===== src/rtl/oc_pkg.sv =====
package oc_pkg;
  typedef enum logic [2:0] {
    OC_OFF  = 3'b000,
    OC_OSL  = 3'b001,
    OC_OSH  = 3'b010,
    OC_TOG  = 3'b011,
    OC_DLY  = 3'b100,
    OC_RPT  = 3'b101,
    OC_PWM  = 3'b110,
    OC_PWMF = 3'b111
  } oc_mode_e;
endpackage


===== src/rtl/oc_rst_sync.sv =====
module oc_rst_sync #(
  parameter int STAGES = 2
) (
  input  logic clk,
  input  logic rst_n,
  output logic rst_n_s
);
  logic [STAGES-1:0] sh_q;

  always_ff @(posedge clk or negedge rst_n) begin
    if (!rst_n) sh_q <= '0;
    else        sh_q <= {sh_q[STAGES-2:0], 1'b1};
  end

  assign rst_n_s = sh_q[STAGES-1];
endmodule


===== src/rtl/oc_cmp.sv =====
module oc_cmp #(
  parameter int W = 16
) (
  input  logic [W-1:0] cnt,
  input  logic [W-1:0] pri,
  input  logic [W-1:0] sec,
  input  logic [W-1:0] duty,
  output logic         eq_pri,
  output logic         eq_sec,
  output logic         eq_duty,
  output logic         pri_nz,
  output logic         sec_nz
);
  assign eq_pri  = (cnt == pri);
  assign eq_sec  = (cnt == sec);
  assign eq_duty = (cnt == duty);
  assign pri_nz  = |pri;
  assign sec_nz  = |sec;
endmodule


===== src/rtl/oc_duty.sv =====
module oc_duty #(
  parameter int W = 16
) (
  input  logic         clk,
  input  logic         rst_n,
  input  logic         load,
  input  logic [W-1:0] d,
  output logic [W-1:0] q
);
  logic [W-1:0] duty_d;

  always_comb begin
    duty_d = q;
    if (load) duty_d = d;
  end

  always_ff @(posedge clk or negedge rst_n) begin
    if (!rst_n) q <= '0;
    else        q <= duty_d;
  end
endmodule


===== src/rtl/oc_core.sv =====
module oc_core
  import oc_pkg::*;
(
  input  logic     clk,
  input  logic     rst_n,
  input  oc_mode_e mode_i,
  input  logic     prd_hit,
  input  logic     eq_pri,
  input  logic     eq_sec,
  input  logic     eq_duty,
  input  logic     pri_nz,
  input  logic     sec_nz,
  input  logic     gpio_lvl,
  input  logic     flt_i,
  output logic     entry,
  output logic     pin_out,
  output logic     irq,
  output logic     flt_flag
);
  oc_mode_e mode_q;
  logic pin_q, pin_d;
  logic armed_q, armed_d;
  logic flag_d;
  logic flt_q;
  logic irq_d;

  assign entry   = (mode_i != mode_q);
  assign pin_out = (mode_q == OC_OFF) ? gpio_lvl : pin_q;

  always_comb begin
    pin_d   = pin_q;
    armed_d = armed_q;
    flag_d  = flt_flag;
    irq_d   = 1'b0;
    if (entry) begin
      flag_d = 1'b0;
      unique case (mode_i)
        OC_OFF:          pin_d = pin_q;
        OC_OSL:          begin pin_d = 1'b1; armed_d = 1'b1; end
        OC_OSH:          begin pin_d = 1'b0; armed_d = 1'b1; end
        OC_TOG:          pin_d = pin_out;
        OC_DLY, OC_RPT:  begin pin_d = 1'b0; armed_d = 1'b1; end
        OC_PWM, OC_PWMF: pin_d = pri_nz;
        default:         pin_d = pin_q;
      endcase
    end else begin
      unique case (mode_q)
        OC_OSL: if (armed_q && eq_pri) begin pin_d = 1'b0; armed_d = 1'b0; end
        OC_OSH: if (armed_q && eq_pri) begin pin_d = 1'b1; armed_d = 1'b0; end
        OC_TOG: if (eq_pri) pin_d = !pin_q;
        OC_DLY, OC_RPT: begin
          if (armed_q) begin
            if (!pin_q && eq_pri) pin_d = 1'b1;
            else if (pin_q && eq_sec) begin
              pin_d   = 1'b0;
              armed_d = (mode_q == OC_RPT);
            end
          end
        end
        OC_PWM, OC_PWMF: begin
          if (prd_hit)      pin_d = sec_nz;
          else if (eq_duty) pin_d = 1'b0;
          if (mode_q == OC_PWMF) begin
            if (!flt_i) flag_d = 1'b1;
            if (flag_d) pin_d = 1'b0;
          end
        end
        default: pin_d = pin_q;
      endcase
      unique case (mode_q)
        OC_OSL, OC_DLY, OC_RPT: irq_d = pin_q && !pin_d;
        OC_OSH:                 irq_d = !pin_q && pin_d;
        OC_TOG:                 irq_d = pin_q ^ pin_d;
        OC_PWMF:                irq_d = flt_q && !flt_i;
        default:                irq_d = 1'b0;
      endcase
    end
  end

  always_ff @(posedge clk or negedge rst_n) begin
    if (!rst_n) begin
      mode_q   <= OC_OFF;
      pin_q    <= 1'b0;
      armed_q  <= 1'b0;
      flt_flag <= 1'b0;
      flt_q    <= 1'b1;
      irq      <= 1'b0;
    end else begin
      mode_q   <= mode_i;
      pin_q    <= pin_d;
      armed_q  <= armed_d;
      flt_flag <= flag_d;
      flt_q    <= flt_i;
      irq      <= irq_d;
    end
  end

  // disabled mode stays silent
  a_r2_off_no_irq: assert property (@(posedge clk) disable iff (!rst_n)
    (mode_q == OC_OFF && mode_i == OC_OFF) |=> !irq);

  // pulse modes enter with the pin low
  a_r5_entry_low: assert property (@(posedge clk) disable iff (!rst_n)
    (entry && (mode_i == OC_DLY || mode_i == OC_RPT)) |=> !pin_q);

  // plain PWM never interrupts
  a_r8_pwm_quiet: assert property (@(posedge clk) disable iff (!rst_n)
    (mode_q == OC_PWM && mode_i == OC_PWM) |=> !irq);

  // fault forces the pin low and raises the flag
  a_r9_fault_low: assert property (@(posedge clk) disable iff (!rst_n)
    (mode_q == OC_PWMF && mode_i == OC_PWMF && !flt_i) |=> (!pin_q && flt_flag));

  // flag is sticky while the mode is unchanged
  a_r9_flag_sticky: assert property (@(posedge clk) disable iff (!rst_n)
    (mode_q == OC_PWMF && mode_i == OC_PWMF && flt_flag) |=> flt_flag);

  // mode writes clear the flag and never interrupt
  a_r10_entry_clean: assert property (@(posedge clk) disable iff (!rst_n)
    entry |=> (!irq && !flt_flag));
endmodule


===== src/rtl/oc_unit.sv =====
module oc_unit
  import oc_pkg::*;
#(
  parameter int W          = 16,
  parameter int SYNC_STAGES = 2
) (
  input  logic         clk,
  input  logic         rst_n,
  input  logic [W-1:0] tmr_cnt,
  input  logic         prd_hit,
  input  logic [W-1:0] cmp_pri,
  input  logic [W-1:0] cmp_sec,
  input  logic [2:0]   mode,
  input  logic         gpio_lvl,
  input  logic         flt_n,
  output logic         pin_out,
  output logic         irq,
  output logic         flt_flag
);
  logic         rst_n_s;
  logic [W-1:0] duty_q;
  logic         eq_pri, eq_sec, eq_duty, pri_nz, sec_nz;
  logic         entry;
  oc_mode_e     mode_e;

  assign mode_e = oc_mode_e'(mode);

  oc_rst_sync #(.STAGES(SYNC_STAGES)) u_rst (
    .clk(clk), .rst_n(rst_n), .rst_n_s(rst_n_s)
  );

  oc_cmp #(.W(W)) u_cmp (
    .cnt(tmr_cnt), .pri(cmp_pri), .sec(cmp_sec), .duty(duty_q),
    .eq_pri(eq_pri), .eq_sec(eq_sec), .eq_duty(eq_duty),
    .pri_nz(pri_nz), .sec_nz(sec_nz)
  );

  oc_duty #(.W(W)) u_duty (
    .clk(clk), .rst_n(rst_n_s), .load(entry || prd_hit),
    .d(cmp_sec), .q(duty_q)
  );

  oc_core u_core (
    .clk(clk), .rst_n(rst_n_s), .mode_i(mode_e), .prd_hit(prd_hit),
    .eq_pri(eq_pri), .eq_sec(eq_sec), .eq_duty(eq_duty),
    .pri_nz(pri_nz), .sec_nz(sec_nz), .gpio_lvl(gpio_lvl), .flt_i(flt_n),
    .entry(entry), .pin_out(pin_out), .irq(irq), .flt_flag(flt_flag)
  );
endmodule


===== config.mk =====
export PLATFORM = sky130hd
export DESIGN_NAME = oc_unit
export DESIGN_NICKNAME = d
export VERILOG_FILES = /design/src/rtl/oc_pkg.sv /design/src/rtl/oc_rst_sync.sv /design/src/rtl/oc_cmp.sv /design/src/rtl/oc_duty.sv /design/src/rtl/oc_core.sv /design/src/rtl/oc_unit.sv
export SDC_FILE = /design/constraint.sdc
export NUM_CORES = 1
export LEC_CHECK = 0
export ABC_CLOCK_PERIOD_IN_PS = 1140
export BUFFER_PORTS_ARGS = -buffer_cell sky130_fd_sc_hd__clkbuf_2
export CAP_MARGIN = 10
export CORE_AREA = 2 2 101 54
export CTS_CLUSTER_SIZE = 12
export DETAILED_ROUTE_END_ITERATION = 12
export DIE_AREA = 0 0 103 56
export GPL_ROUTABILITY_DRIVEN = 0
export PLACE_DENSITY_LB_ADDON = 0.2
export SETUP_SLACK_MARGIN = 0.05
export SLEW_MARGIN = 20
export SYNTH_ARGS = -nofsm -noshare
export SYNTH_HDL_FRONTEND = slang
export SYNTH_HIERARCHICAL = 1
export SYNTH_SLANG_ARGS = --single-unit

===== constraint.sdc =====
create_clock -name clk -period 1.14 [get_ports clk]
set_clock_uncertainty 0.2 [all_clocks]
set_input_delay 0.057 -clock clk [delete_from_list [all_inputs] [get_ports clk]]
set_output_delay 0.057 -clock clk [all_outputs]
set_load 0.005 [all_outputs]

==> flow_summary.yaml, run 1 <==
logic_synthesis:
  synth_warnings: 6
  avgSynthCellArea_um2: 10.8
  synth_compound_area_frac: 0.0753
  yosys_most_used_dff: "dfrtp_1"
  synth_fa_ha_area_frac: 0.0132
  synth_area_um2: 1890
  synthMuxAreaShare: 0.121
  synth-xor-area-share: 0.240
  yosysTopAreaCell: "dfrtp_1"
  ys_types: 43
  synth-edff-count: 0
  netlist_instances: 175
  synth-simple-area-share: 0.166
  syn-num-nets: 233
  synth_top_area_share: 0.330
  ys_ff_latch: 26
  yosysSeqAreaShare: 0.344
  synth_top_family_by_area: "XOR/XNOR gates"
  synth.area.top_cells: "dfrtp_1, xnor2_1, mux2_4, nand4_1, mux2_2"
  async_reset_ff_frac: 1.00
cells_and_area:
  stdcell_count: 382
  antenna_cells: 0
  area_growth_syn_to_layout_pct: 59.6
  mostFrequentLayoutCells: "buf_4, clkbuf_2, xnor2_1"
  fin_util: 0.627
  final_common_cell: "buf_4"
  final_net_count: 371
  drive_gt1_frac: 0.554
  finalInstanceArea_um2: 3020
routing:
  via_per_inst: 4.86
  vias: 1856
  routed_wirelength_um: 5390
  ant_nets: 0
  first_pass_iters: 4
  drtIter0Drc: 66
  avgRoutedWirePerCell_um: 14.1
  drc: 0
clock_tree:
  cts_sinks: 26
  numCtsBuffers: 3
  clk_pin_slew_ns: 0.10
  cts_tree: "yes"
  clockRootBuffer: "clkbuf_8"
  clock_latency_ns: 0.28
  ctsHoldBuffers: 7
  htree_levels: 1
  cts_buffer_depth: 2
run_status:
  violations: "negative hold slack, negative setup slack"
  status: "finished, violations left"
sta:
  setup_viol: 22
  slew_violations: 0
  hold_viol: 15
  period_minus_slack_ns: 2.55
  setup_ws_ns: -1.41
  finalCritPeriodShare: 2.23
  hold_ws_ns: -0.0729
  setup_tns_ns: -17.19
  rsz0062_at_grt: "true"
  fmaxAchievable_mhz: 393
floorplan:
  die_area_um2: 5770
  die_w_um: 103
  core_area_um2: 4820
  num_io_pins: 59
  initial_core_util: 0.393
  placementRows: 18
  die_y_um: 56
global_route:
  grt_pass1_vias: 1885
  grt_pass1_wl_um: 8930
  grt_start_max_net_pins: 25
  overflow: 0
  grt.total_usage: 0.199
  grt_antenna_before_repair: 0
worst_setup_path:
  reg2reg_slack_ns: -1.41
  worstPathRequired_ns: 1.16
  crit_path_start_kind: "flop"
  cpMostUsedCell: "nor2_1"
  endpoint_kind: "flop"
  crit_family: "simple AND/OR/NAND/NOR gates"
  crit_type: "flop to flop"
  path_cells: "xnor2_1, nand4_1, nor4_2, or3b_1, a221oi_2, a211oi_2, nor2_1, ha_1, nor2_1, o21ai_1, a21boi_1, o221a_1"
  critPathArrivalTime_ns: 2.57
  worstPathMaxFanout: 2
  cp_slowest_cell: "dfrtp_1"
  critPathBufInv: 0
  slowest_delay_ns: 0.40
placed_design:
  place_hpwl_um: 4310
  io_buffer_count: 58
  dp.cells: 366
  postPlaceCellArea_um2: 2750
power_and_ir_drop:
  power.density_nw_per_um2: 851
  total_power_uw: 2570
  max-vdd-ir-drop_mv: 0.508
  p_leak_uw: 0.00139
job:
  cap_viol_max_count: 0
min_path:
  hp-class: "primary input to flop"
[cell usage after synthesis (2+ instances only)]
library cell   n
nor3_1         2
o21ai_0        2
nand4_1       14
mux2_2         7
inv_1          3
mux2_4        10
xnor2_1       51
a21oi_1        5
ha_1           2
nor4_2         3
dfrtp_1       25
nand2b_1       3
nor4_1         9
nand2_1        6
and3b_1        2
nor2_1         4
[layer usage]
layer,up-vias,part of all wire,track usage
li1,912,-,-
met1,893,0.46,0.259
met2,42,0.49,0.342
met3,9,0.039,0.0377
met4,0,0.012,0.0395
met5,-,0,0
[worst min-delay path, stage by stage]
cell      delay [ns]
clkbuf_2        0.10
buf_4           0.10
mux2_4          0.12
[per-stage QoR]
step / hold slack, ns / setup WS (ns)
floorplan: -0.439 / -1.17
global placement: -0.357 / -1.50
detailed placement: -0.355 / -1.55
CTS: -0.0752 / -1.42
global route: -0.0794 / -1.60
finish: -0.0729 / -1.41
[power by group]
group,switching [µW],internal [µW]
combinational,368,548
sequential,54.3,984
clock,309,310
[area by class of cell]
| class | count | area, µm² |
|---|---|---|
| Sequential cell | 26 | 653 |
| Tap cell | 70 | 87.6 |
| Clock buffer | 4 | 55.1 |
| Multi-Input combinational cell | 141 | 1250 |
| Inverter | 3 | 11.3 |
| Timing Repair Buffer | 138 | 968 |
| Fill cell | 393 | 1800 |
[flip-flops by register name, indices dropped and copies added, names as in the netlist]
name	cells
u_duty/q	16
u_core/mode_q	3
u_rst/sh_q	2
u_core/armed_q	1
u_core/flt_flag	1
u_core/flt_q	1
u_core/irq	1
u_core/pin_q	1
[final timing paths]
kind                               startpoint       endpoint  cells after the start
worst max register to register   u_duty/q[10]     u_core/irq                     12
worst max-delay path             u_duty/q[10]     u_core/irq                     12
worst min-delay path              cmp_sec[14]   u_duty/q[14]                      3
max in group asynchronous               rst_n  u_rst/sh_q[1]                      3
min in group asynchronous       u_rst/sh_q[1]   u_duty/q[13]                      1
worst min register to register  u_rst/sh_q[1]   u_duty/q[13]                      1
[logic make-up after synthesis]
group	Yosys count
AO/OA/AOI/OAI	19
XOR/XNOR	52
adder cells (fa/ha/maj)	2
buffers and inverters	8
flip-flops	26
multiplexers	17
other	1
AND/OR/NAND/NOR	50
[repair_timing]
item / 4_1_cts / 5_1_grt
setup endpoints to repair: 22 / 22
hold endpoints to repair: 22 / 15
pin swaps: 7 / 5
cloned: 1 / 0
resized for setup: 13 / 7
setup buffers: 4 / 0
Power figures use the tool's default switching activity.
==> run 2, diff against run 1 <==
ABC_CLOCK_PERIOD_IN_PS = not set   (was 1140)
BUFFER_PORTS_ARGS = not set   (was -buffer_cell sky130_fd_sc_hd__clkbuf_2)
DONT_BUFFER_PORTS = 1   (was not set)
==> run 2 against run 1 <==
Compared with the run above:
- the run still ends with negative hold slack, negative setup slack left
- combinational power fell by 29%
- routed wire length fell by 5.9%
- non-clock buffer count fell by 93
- register-to-register slack barely moved
- critical endpoint unchanged
- via count fell by 20%
- setup slack got worse by 0.0016 ns
- final cell count fell by 24%
- power fell by 11%
- largest power group unchanged
- sequential power barely moved
- sequential cell count did not move
==> flow_summary.yaml, run 2 (same netlist as run 1, synthesis figures left out) <==
global_route:
  grt_pass1_wl_um: 8260
  grt_start_max_net_pins: 25
  grt.total_usage: 0.186
  grt_antenna_before_repair: 0
  overflow: 0
  grt_pass1_vias: 1675
cells_and_area:
  final_net_count: 278
  fillCellCount: 457
  finalInstanceArea_um2: 2470
  multi_input_area_um2: 1220
  antenna_cells: 0
  area_growth_syn_to_layout_pct: 30.4
  mostFrequentLayoutCells: "xnor2_1, dfrtp_1, dlygate4sd3_1"
  final_common_cell: "xnor2_1"
  top_regs: "u_duty/q x16, u_core/mode_q x3, u_rst/sh_q x2"
  stdcell_count: 289
  drive_gt1_frac: 0.279
  top_register: "u_duty/q"
  register_area_um2: 653
  largest_reg_flops: 16
power_and_ir_drop:
  max-vdd-ir-drop_mv: 0.489
  power.density_nw_per_um2: 929
  p_leak_uw: 0.000950
clock_tree:
  ctsHoldBuffers: 22
  cts_sinks: 26
  cts_buffer_depth: 2
  clk_pin_slew_ns: 0.10
  htree_levels: 1
  clock_latency_ns: 0.28
  numCtsBuffers: 3
  clockRootBuffer: "clkbuf_8"
  cts_tree: "yes"
floorplan:
  placementRows: 18
  die_y_um: 56
  die_w_um: 103
  initial_core_util: 0.393
  num_io_pins: 59
  core_area_um2: 4820
  die_area_um2: 5770
sta:
  setup_ws_ns: -1.41
  slew_violations: 0
  period_minus_slack_ns: 2.55
  finalCritPeriodShare: 2.24
  setup_viol: 21
  hold_ws_ns: -0.0212
  rsz0062_at_grt: "true"
  fmaxAchievable_mhz: 392
  hold_viol: 1
worst_setup_path:
  endpoint_kind: "flop"
  reg2reg_slack_ns: -1.41
  rr_endpoint: "u_core/irq"
  cp-startpoint: "u_duty/q[3]"
  worstPathMaxFanout: 2
  rr_worst_depth: 12
  worstPathRequired_ns: 1.16
  critPathArrivalTime_ns: 2.57
  crit_path_start_kind: "flop"
  r2r_start: "u_duty/q[3]"
  worstSetupEndpoint: "u_core/irq"
  crit_type: "flop to flop"
routing:
  ant_nets: 0
  first_pass_iters: 4
  drc: 0
  routed_wirelength_um: 5070
  drtIter0Drc: 47
  vias: 1494
  avgRoutedWirePerCell_um: 17.6
  via_per_inst: 5.17
placed_design:
  postPlaceCellArea_um2: 2110
  io_buffer_count: 0
  pre_cts_slack_ns: -1.40
  place_hpwl_um: 3860
  dp.cells: 261
min_path:
  hp-class: "primary input to flop"
run_status:
  status: "finished, violations left"
  violations: "negative hold slack, negative setup slack"
job:
  cap_viol_max_count: 0
run 2: where the power goes:
group          total [µW]  switching (µW)  internal (µW)  leakage (µW)
Sequential           1030            48.9            984      0.000303
Clock                 612             303            309     0.0000288
Combinational         648             240            408      0.000619
Total                2290             592           1700      0.000950
run 2: area by class of cell:
class / count / share of cell area
inverters: 3 / 0.00456
flip-flops and latches: 26 / 0.264
well taps: 70 / 0.0355
repair buffers: 45 / 0.180
clock buffers: 4 / 0.0223
multi-input cells: 141 / 0.493
run 2: critical path: stages (launching register included):
cell	delay (ns)
dfrtp_1	0.40
xnor2_1	0.18
nand4_1	0.14
nor4_2	0.32
or3b_1	0.17
a221oi_2	0.06
a211oi_2	0.18
nor2_1	0.07
ha_1	0.30
nor2_1	0.10
o21ai_1	0.06
a21boi_1	0.13
o221a_1	0.19
run 2: timing repair:
action	CTS	global route
endpoints found under the hold margin	25	1
pin swaps	3	5
setup endpoints to repair	21	21
resized for setup	5	8
setup buffers	1	1
gates cloned	1	0
run 2: stage by stage:
| step | hold slack (ns) | setup TNS [ns] | total power (µW) | util |
|---|---|---|---|---|
| floorplan | -0.439 | -13.14 | 1430 | - |
| global placement | -0.439 | -16.64 | 1580 | 0.438 |
| detailed placement | -0.439 | -16.65 | 1590 | 0.438 |
| CTS | -0.000761 | -17.58 | 2310 | 0.505 |
| global route | -0.0256 | -17.69 | 2430 | 0.512 |
| finish | -0.0212 | -16.59 | 2290 | 0.512 |
run 2: worst min path at each step:
stage / depth (start not counted) / from / slack (ns) / to
2_1_floorplan: 0 / rst_n / -0.44 / u_rst/sh_q[0]
3_5_place_dp: 0 / rst_n / -0.44 / u_rst/sh_q[1]
6_report: 5 / mode[2] / -0.02 / u_core/flt_flag
3_3_place_gp: 0 / rst_n / -0.44 / u_rst/sh_q[1]
5_1_grt: 5 / mode[2] / -0.03 / u_core/flt_flag
4_1_cts: 3 / gpio_lvl / -0.0008 / u_core/pin_q
run 2: per-layer routing:
metal | GRT usage | routed length, µm | up-vias
li1 | - | - | 722
met1 | 0.226 | 2180 | 741
met2 | 0.327 | 2550 | 29
met3 | 0.0540 | 299 | 2
met4 | 0.0357 | 35 | 0
met5 | 0 | 0 | -
